--- src/rtl/movdec_pkg.sv ---
package movdec_pkg;

    localparam int BYTE_W  = 8;
    localparam int WORD_W  = 2 * BYTE_W;
    localparam int MAX_LEN = 6;
    localparam int LEN_W   = $clog2(MAX_LEN + 1);

    typedef enum logic [1:0] {
        K_RM  = 2'd0,
        K_IMM = 2'd1,
        K_SEG = 2'd2,
        K_BAD = 2'd3
    } mov_kind_e;

    typedef enum logic [2:0] {
        ST_OPC, ST_MRM, ST_DLO, ST_DHI, ST_ILO, ST_IHI, ST_HOLD
    } dec_state_e;

    typedef struct packed {
        logic              illegal;
        mov_kind_e         kind;
        logic              dir;
        logic              wide;
        logic [1:0]        mode;
        logic [2:0]        rsel;
        logic [2:0]        rmsel;
        logic [WORD_W-1:0] disp;
        logic [WORD_W-1:0] imm;
        logic [LEN_W-1:0]  len;
    } mov_rec_t;

    // Displacement bytes implied by the mode field and operand selector.
    function automatic logic [1:0] disp_bytes(input logic [1:0] mode, input logic [2:0] rm);
        case (mode)
            2'b00:   return (rm == 3'b110) ? 2'd2 : 2'd0;
            2'b01:   return 2'd1;
            2'b10:   return 2'd2;
            default: return 2'd0;
        endcase
    endfunction

endpackage

--- src/rtl/movdec_opclass.sv ---
module movdec_opclass
    import movdec_pkg::*;
(
    input  logic [BYTE_W-1:0] op,
    output mov_kind_e         kind,
    output logic              dir,
    output logic              wide
);
    always_comb begin
        kind = K_BAD;
        dir  = 1'b0;
        wide = 1'b0;
        if (op[7:2] == 6'b100010) begin
            kind = K_RM;
            dir  = op[1];
            wide = op[0];
        end else if (op[7:1] == 7'b1100011) begin
            kind = K_IMM;
            wide = op[0];
        end else if (op[7:2] == 6'b100011 && op[0] == 1'b0) begin
            kind = K_SEG;
            dir  = op[1];
            wide = 1'b1;
        end
    end
endmodule

--- src/rtl/movdec_fsm.sv ---
module movdec_fsm
    import movdec_pkg::*;
#(
    parameter bit SEG_EXT = 1'b1
) (
    input  logic              clk,
    input  logic              rst,
    input  logic              in_valid,
    input  logic [BYTE_W-1:0] in_data,
    output logic              in_ready,
    output logic              out_valid,
    input  logic              out_ready,
    input  mov_kind_e         cls_kind,
    input  logic              cls_dir,
    input  logic              cls_wide,
    output mov_rec_t          rec
);
    dec_state_e state, st_n;
    mov_rec_t   rec_n;
    logic       take;
    logic [1:0] nd;
    logic       seg_bad;

    assign out_valid = (state == ST_HOLD);

    always_comb begin
        st_n     = state;
        rec_n    = rec;
        nd       = disp_bytes(in_data[7:6], in_data[2:0]);
        seg_bad  = (in_data[5:4] == 2'b11) || (!SEG_EXT && in_data[5])
                   || (rec.dir && in_data[5:3] == 3'b001);
        in_ready = (state != ST_HOLD) || out_ready;
        take     = in_valid && in_ready;
        if (state == ST_HOLD && out_ready) st_n = ST_OPC;
        if (take) begin
            if (state == ST_OPC || state == ST_HOLD) begin
                rec_n      = '0;
                rec_n.kind = cls_kind;
                rec_n.dir  = cls_dir;
                rec_n.wide = cls_wide;
                rec_n.len  = LEN_W'(1);
                if (cls_kind == K_BAD) begin
                    rec_n.illegal = 1'b1;
                    st_n          = ST_HOLD;
                end else begin
                    st_n = ST_MRM;
                end
            end else begin
                rec_n.len = rec.len + LEN_W'(1);
                case (state)
                    ST_MRM: begin
                        rec_n.mode  = in_data[7:6];
                        rec_n.rsel  = in_data[5:3];
                        rec_n.rmsel = in_data[2:0];
                        if (rec.kind == K_SEG && seg_bad) rec_n.illegal = 1'b1;
                        if (nd != 2'd0)           st_n = ST_DLO;
                        else if (rec.kind == K_IMM) st_n = ST_ILO;
                        else                      st_n = ST_HOLD;
                    end
                    ST_DLO: begin
                        if (rec.mode == 2'b01) begin
                            rec_n.disp = {{BYTE_W{in_data[BYTE_W-1]}}, in_data};
                            st_n = (rec.kind == K_IMM) ? ST_ILO : ST_HOLD;
                        end else begin
                            rec_n.disp[BYTE_W-1:0] = in_data;
                            st_n = ST_DHI;
                        end
                    end
                    ST_DHI: begin
                        rec_n.disp[WORD_W-1:BYTE_W] = in_data;
                        st_n = (rec.kind == K_IMM) ? ST_ILO : ST_HOLD;
                    end
                    ST_ILO: begin
                        rec_n.imm[BYTE_W-1:0] = in_data;
                        st_n = rec.wide ? ST_IHI : ST_HOLD;
                    end
                    ST_IHI: begin
                        rec_n.imm[WORD_W-1:BYTE_W] = in_data;
                        st_n = ST_HOLD;
                    end
                    default: st_n = ST_OPC;
                endcase
            end
        end
    end

    always_ff @(posedge clk) begin
        if (rst) begin
            state <= ST_OPC;
            rec   <= '0;
        end else begin
            state <= st_n;
            rec   <= rec_n;
        end
    end

    assert_hold_stable_R10: assert property (@(posedge clk) disable iff (rst)
        out_valid && !out_ready |=> out_valid && $stable(rec));
    assert_accept_overlap_R11: assert property (@(posedge clk) disable iff (rst)
        out_valid && out_ready |-> in_ready);
    assert_unknown_len_R9: assert property (@(posedge clk) disable iff (rst)
        out_valid && rec.kind == K_BAD |-> rec.illegal && rec.len == LEN_W'(1));
    assert_direct_len_R5: assert property (@(posedge clk) disable iff (rst)
        out_valid && rec.kind != K_BAD && rec.mode == 2'b00 && rec.rmsel == 3'b110
        |-> rec.len >= LEN_W'(4));
    assert_len_bound_R6: assert property (@(posedge clk) disable iff (rst)
        out_valid |-> rec.len >= LEN_W'(1) && rec.len <= LEN_W'(MAX_LEN));
    assert_cs_write_R8: assert property (@(posedge clk) disable iff (rst)
        out_valid && rec.kind == K_SEG && rec.dir && rec.rsel == 3'b001 |-> rec.illegal);
endmodule

--- src/rtl/movdec.sv ---
module movdec
    import movdec_pkg::*;
#(
    parameter bit SEG_EXT = 1'b1
) (
    input  logic              clk,
    input  logic              rst,
    input  logic              in_valid,
    input  logic [BYTE_W-1:0] in_data,
    output logic              in_ready,
    output logic              out_valid,
    input  logic              out_ready,
    output logic              out_illegal,
    output logic [1:0]        out_kind,
    output logic              out_dir,
    output logic              out_wide,
    output logic [1:0]        out_mode,
    output logic [2:0]        out_reg,
    output logic [2:0]        out_rm,
    output logic [WORD_W-1:0] out_disp,
    output logic [WORD_W-1:0] out_imm,
    output logic [LEN_W-1:0]  out_len
);
    mov_kind_e cls_kind;
    logic      cls_dir, cls_wide;
    mov_rec_t  rec;

    movdec_opclass u_cls (
        .op   (in_data),
        .kind (cls_kind),
        .dir  (cls_dir),
        .wide (cls_wide)
    );

    movdec_fsm #(.SEG_EXT(SEG_EXT)) u_fsm (
        .clk       (clk),
        .rst       (rst),
        .in_valid  (in_valid),
        .in_data   (in_data),
        .in_ready  (in_ready),
        .out_valid (out_valid),
        .out_ready (out_ready),
        .cls_kind  (cls_kind),
        .cls_dir   (cls_dir),
        .cls_wide  (cls_wide),
        .rec       (rec)
    );

    assign out_illegal = rec.illegal;
    assign out_kind    = rec.kind;
    assign out_dir     = rec.dir;
    assign out_wide    = rec.wide;
    assign out_mode    = rec.mode;
    assign out_reg     = rec.rsel;
    assign out_rm      = rec.rmsel;
    assign out_disp    = rec.disp;
    assign out_imm     = rec.imm;
    assign out_len     = rec.len;
endmodule

--- config.mk ---
export PLATFORM = sky130hd
export DESIGN_NAME = movdec
export DESIGN_NICKNAME = d
export VERILOG_FILES = /design/src/rtl/movdec_pkg.sv /design/src/rtl/movdec_opclass.sv /design/src/rtl/movdec_fsm.sv /design/src/rtl/movdec.sv
export SDC_FILE = /design/constraint.sdc
export NUM_CORES = 1
export LEC_CHECK = 0
export CAP_MARGIN = 30
export CORE_MARGIN = 10
export CORE_UTILIZATION = 45
export DETAILED_ROUTE_END_ITERATION = 8
export DONT_BUFFER_PORTS = 1
export PLACE_DENSITY = 0.71
export SYNTH_ARGS = -nofsm -noshare
export SYNTH_HDL_FRONTEND = slang
export SYNTH_HIERARCHICAL = 1
export SYNTH_SLANG_ARGS = --single-unit
--- constraint.sdc ---
create_clock -name clk -period 2.5 [get_ports clk]
set_input_delay 0.5 -clock clk [delete_from_list [all_inputs] [get_ports clk]]
set_output_delay 0.5 -clock clk [all_outputs]
set_load 0.05 [all_outputs]
Word level (Yosys, flattened, before mapping)
Cells that the tools add are included.

Memories: 0. Flip-flop bits (word level): 51. Latch bits: 0. Memory bits (read-only): 0. Memory bits (writable): 0.

Order comparisons: 0. Equality and inequality tests: 20. Reductions and logical operators: 25. Bitwise operators: 1. Mux-type cells: 31. Multiply operators: 0. Divide/modulo/power cells: 0. $add $sub $neg: 1. Shifts and indexed selects: 0.

Operators with widths (count): $mux 43 (1); $mux 8 (5); $mux 3 (6); $pmux 8 s2 (1); $pmux 3 s5 (1); $reduce_bool 2->1 (7); $eq 3x3->1 const B (4); $eq 6x6->1 const B (2); $mux 1 (11); $mux 2 (5); $reduce_and 2->1 (5); $eq 2x2->1 const B (4); $eq 7x7->1 const B (1); $eq 2x1->1 const B (3); $eq 3x1->1 const B (2); $eq 3x2->1 const B (2); $pmux 2 s3 (1); $reduce_and 3->1 (2); $logic_and 1x1->1 (5); $add 3x1->3 const B (1); $logic_not 3->1 (1); $logic_or 1x1->1 (3); $ne 3x1->1 const B (1); $ne 3x3->1 const B (1); other kinds (3) (3).

Logic depth before layout (Yosys ltp)
Depth after elaboration: 9. Mapped depth: 9. Mapped depth without buffers: 7.

Modules after synthesis
Netlist, hierarchy kept.

Modules (own cells, without submodules): movdec_fsm (cells an instance 281, area each 2329.7 um2, times used 1, seq. area each 1021.0 um2); movdec_opclass (cells an instance 13, area each 100.1 um2, times used 1, seq. area each 0.0 um2).

Worst setup path before layout
Ideal clock, no wire load.

Kind: in2reg. From: input out_ready. To: register u_fsm/rec[33] (netlist name). Stages: 8. Slack: 506 ps. Data required time: 2421 ps. Data arrival time: 1914 ps. Path buffers: 3. Library setup time: 79 ps. Path through: nand4bb_4 > and2_1 > buf_6 > o211a_1 > buf_6 > nor2b_4 > buf_6 > a211oi_2.

Cells in the longest elaborated chain, start to end: 3.

Ends and longest elaborated chain: from (decl) (line movdec.sv:12) `input logic out_ready,`; $logic_or 1x1->1 (line movdec_fsm.sv:32) `in_ready = (state != ST_HOLD) || out_ready;`; $logic_and 1x1->1 (line movdec_fsm.sv:33) `take = in_valid && in_ready;`; $reduce_and 3->1 (no source line).

No other way between the ends. A chain may end at the register's enable or synchronous reset.

Final worst setup path
From: register u_fsm.state[1]. To: output out_valid.

Cells in the longest elaborated chain, start to end: 1.

Ends and longest elaborated chain: from (decl) (line movdec_fsm.sv:18) `dec_state_e state, st_n;`; from (signal assigned) (line movdec_fsm.sv:92) `state <= st_n;`; $eq 3x3->1 (line movdec_fsm.sv:24) `assign out_valid = (state == ST_HOLD);`; to (decl) (line movdec.sv:11) `output logic out_valid,`.

No other way between the ends.

==> impl.org <==
** Clock network
- TritonCTS built the clock tree.
- The later pin in the worst-skew pair is clocked with a latency of 0.30 ns.
- Number of buffers added for setup after CTS :: 0
- Max H-tree Level :: 2
- Clock tree synthesis inserted a total of 5 buffers.
- The longest clock path from root to sink contains 2 buffers.
- The root buffer cell chosen for the clock tree is clkbuf_8.
- Clock net sink count :: 51
- After clock tree synthesis, the clock-pin slew on the worst setup and hold paths is roughly 0.090 ns.
- Count of instances resized after the clock tree is built :: 0
- CTS hold repair buffers :: 0

** Global route
- Vias in the first global route :: between 1500 and 2000
- Total GRT Usage :: 14.60%
- Number of antenna violations at the first check in global routing :: 0
- Residual overflow from global routing :: 0
- Wire length of the first global-routing pass :: 10240 um
- Entering global routing, the biggest net connects 52 pins.

** Yosys
- A synthesized cell averages 8.265 sq um.
- During synthesis, Yosys emitted a total of 6 warnings.
- Seq/Total Area, Yosys :: 42.02%
- The netlist uses 51 different library cells.
- When the netlist entered floorplanning its net count stood at 308.
- Post-synth EDFFs :: 0
- Counting flops with an async set or reset pin after synthesis yields a share of 0%.
- For this run, the leading register cell type out of synthesis is dfxtp_1.
- Synthesized area :: 2430 sq um
- Post-synthesis sequential element count :: 51
- After technology mapping, the gate count stands at slightly below 300.

** Drt
- Dividing the detail-routed wire length by the instance count gives approximately 18 um.
- Total via count after detailed routing :: 2043
- In the routed layout, each cell is associated on average with a via count of 5.567.
- Number of design-rule violations left by the first detailed-router iteration :: between 200 and 250
- Summed over all layers, the routed wires come to between 6000 and 7000 um.
- Remaining antenna violation count :: 0
- Residual DRC :: 0
- For this run, the detailed router's first-pass iteration total came to 4.

** STA
- Worst clock skew on the final layout :: 0.004456 ns
- Setup repair after global routing left no endpoint under its margin.
- Setup violations remaining at the end of the flow were counted as 0.
- The count of final hold-check violations was 0.
- Subtracting the final worst setup slack from the clock period gives 2.147 ns.
- Final count of pins violating max slew :: 0
- Final critical-path share of the clock period :: 85.90%
- At the pin with the least slew margin, the transition time is 0.6911 ns.
- The worst pin sits at a relative slew slack of 53.44%.
- Final sum of negative setup slack :: 0 ns
- Derived from the worst setup path, the maximum achievable clock frequency is 465.7 MHz.

** Floorplanning
- Number of ports placed on the die boundary :: 62
- The total area inside the core boundary comes to 5172 sq um.
- Floorplan row count :: 26
- Die width :: 93.48 um
- Chip Height :: 93.48 um
- The die covers about 8700 sq um.
- Once the floorplan was initialized, standard cells occupied 46.98% of the core.

** Final layout
- The repair_antennas step left the layout with diodes totalling 0.
- Area Overhead vs Synth :: 8.496%
- Layout Nets :: 310
- Share of post-route cells with drive strength above 1 :: 15.82%
- The filler cells instantiated in the layout total 494.
- In the layout the commonest cells are 80 x nor2_1, 51 x dfxtp_1, 25 x a31oi_1.
- Core Util, Final :: 50.97%
- Leading cell type in the layout, fill and taps excluded :: nor2_1

** Hold path
- The tightest min-delay check is of the in2reg type.

** Power
- Switching Fraction :: 36.21%
- The clock network is responsible for roughly 28% of the overall power.
- Areal power density over the cells :: 784.4 nW/um^2
- For this design the static power due to leakage is 0.0009601 uW.
- Sequential cell fraction of total power :: approximately 52%
- The worst-case IR drop observed on VDD is 361.9 uV.
- Internal power contribution :: 1319 uW
- For this design the total switching power over the nets is 748.8 uW.
- Summing internal, switching and leakage power gives 2068 uW.
- Per report_power, the combinational group accounts for 20.4% of the total.

** Run status
- The run finished with clean final reports.

** Critical path
- The worst setup path is launched from a register.
- STA puts the critical path data required time at 2.00 ns.
- The worst setup path is of the reg2out kind.
- Largest driver fanout on the critical path :: 10
- The worst setup path is captured at an output pin.
- Data arrival time at the worst-slack endpoint :: 1.65 ns

** Placement
- Detailed Place HPWL :: 4683 um
- Weighted congestion at the end of routability-driven global placement :: 0.9159
- IO Port Bufs :: 0

** Job
- Count of max-cap constraint violations :: 0
## flip-flops by register name, summed over array words and instances (netlist names)
register and count:
u_fsm/rec 48, u_fsm/state 3
## final timing paths
kind | startpoint | end | slack [ns] | cells past startpoint
worst max-delay path | u_fsm/state[1] | out_valid | 0.35 | 3
worst min-delay path | rst | u_fsm/rec[30] | 0.25 | 1
worst max register to register | u_fsm/state[2] | u_fsm/rec[29] | 0.38 | 5
worst min register to register | u_fsm/rec[43] | u_fsm/rec[43] | 0.53 | 2
## through the flow
step                setup slack [ns]  hold WS (ns)  area [sq um]  cells
global placement              0.4602        0.4914          2524    359
CTS                           0.3737        0.2457          2636    367
detailed placement            0.4299        0.5117          2524    359
finish                        0.3526        0.2503          2636    367
global route                  0.2256        0.2398          2636    367
floorplan                     0.5064        0.6100          2430    294
## critical path, cell delays in order, from the launching register on
cell and delay [ns]:
dfxtp_1 0.58, nor2b_1 0.31, and2_1 0.23, buf_4 0.22
## logic make-up after synthesis
| group | synth area share [%] |
|---|---|
| compound gates | 21.52 |
| xor+xnor | 1.391 |
| fa+ha+maj | 1.030 |
| buf+inv | 6.385 |
| flops | 42.02 |
| mux | 1.648 |
| simple gates | 26.00 |
## final cells by class
type	instances	area (sq um)	share of cell area [%]
clock buffers	5	68.82	2.610
clock inverters	3	43.79	1.661
inverters	9	33.78	1.281
multi-input cells	212	1254	47.56
flip-flops and latches	51	1021	38.73
well taps	70	87.58	3.322
repair buffers	17	127.6	4.841
## power by group through the flow
stage                     clock network, uW  logic (uW)  registers [uW]
after floorplan                           0         340            1070
after global placement                    0         408            1090
after detailed placement                  0         413            1100
after CTS                               584         415            1080
after global routing                    616         462            1080
final                                   574         422            1070
## routing by layer
layer	vias to the layer above	routed length (um)	global-route usage, %
li1	1019	-	-
met1	943	2634	16.67
met2	70	3038	22.62
met3	11	707	6.635
met4	0	122	7.069
met5	-	0	0
## synth_stat cells (2+ instances only)
| library cell | count | area [sq um] |
|---|---|---|
| a211oi_2 | 7 | 87.58 |
| a21oi_1 | 14 | 70.07 |
| a22o_1 | 2 | 17.52 |
| a31oi_1 | 25 | 156.4 |
| and2_1 | 2 | 12.51 |
| buf_2 | 4 | 20.02 |
| buf_6 | 4 | 45.04 |
| clkbuf_1 | 13 | 48.80 |
| dfxtp_1 | 51 | 1021 |
| ha_1 | 2 | 25.02 |
| inv_1 | 9 | 33.78 |
| mux2i_1 | 4 | 40.04 |
| nand2_1 | 12 | 45.04 |
| nand3_1 | 9 | 45.04 |
| nand3b_1 | 2 | 15.01 |
| nand4_1 | 2 | 12.51 |
| nor2_1 | 80 | 300.3 |
| nor2_2 | 2 | 12.51 |
| nor3_1 | 3 | 15.01 |
| nor3b_2 | 3 | 37.54 |
| nor4bb_1 | 2 | 20.02 |
| o211ai_1 | 2 | 15.01 |
| o21ai_0 | 11 | 55.05 |
| xor2_1 | 2 | 17.52 |
Note: power is estimated with default switching activity, not from simulation.
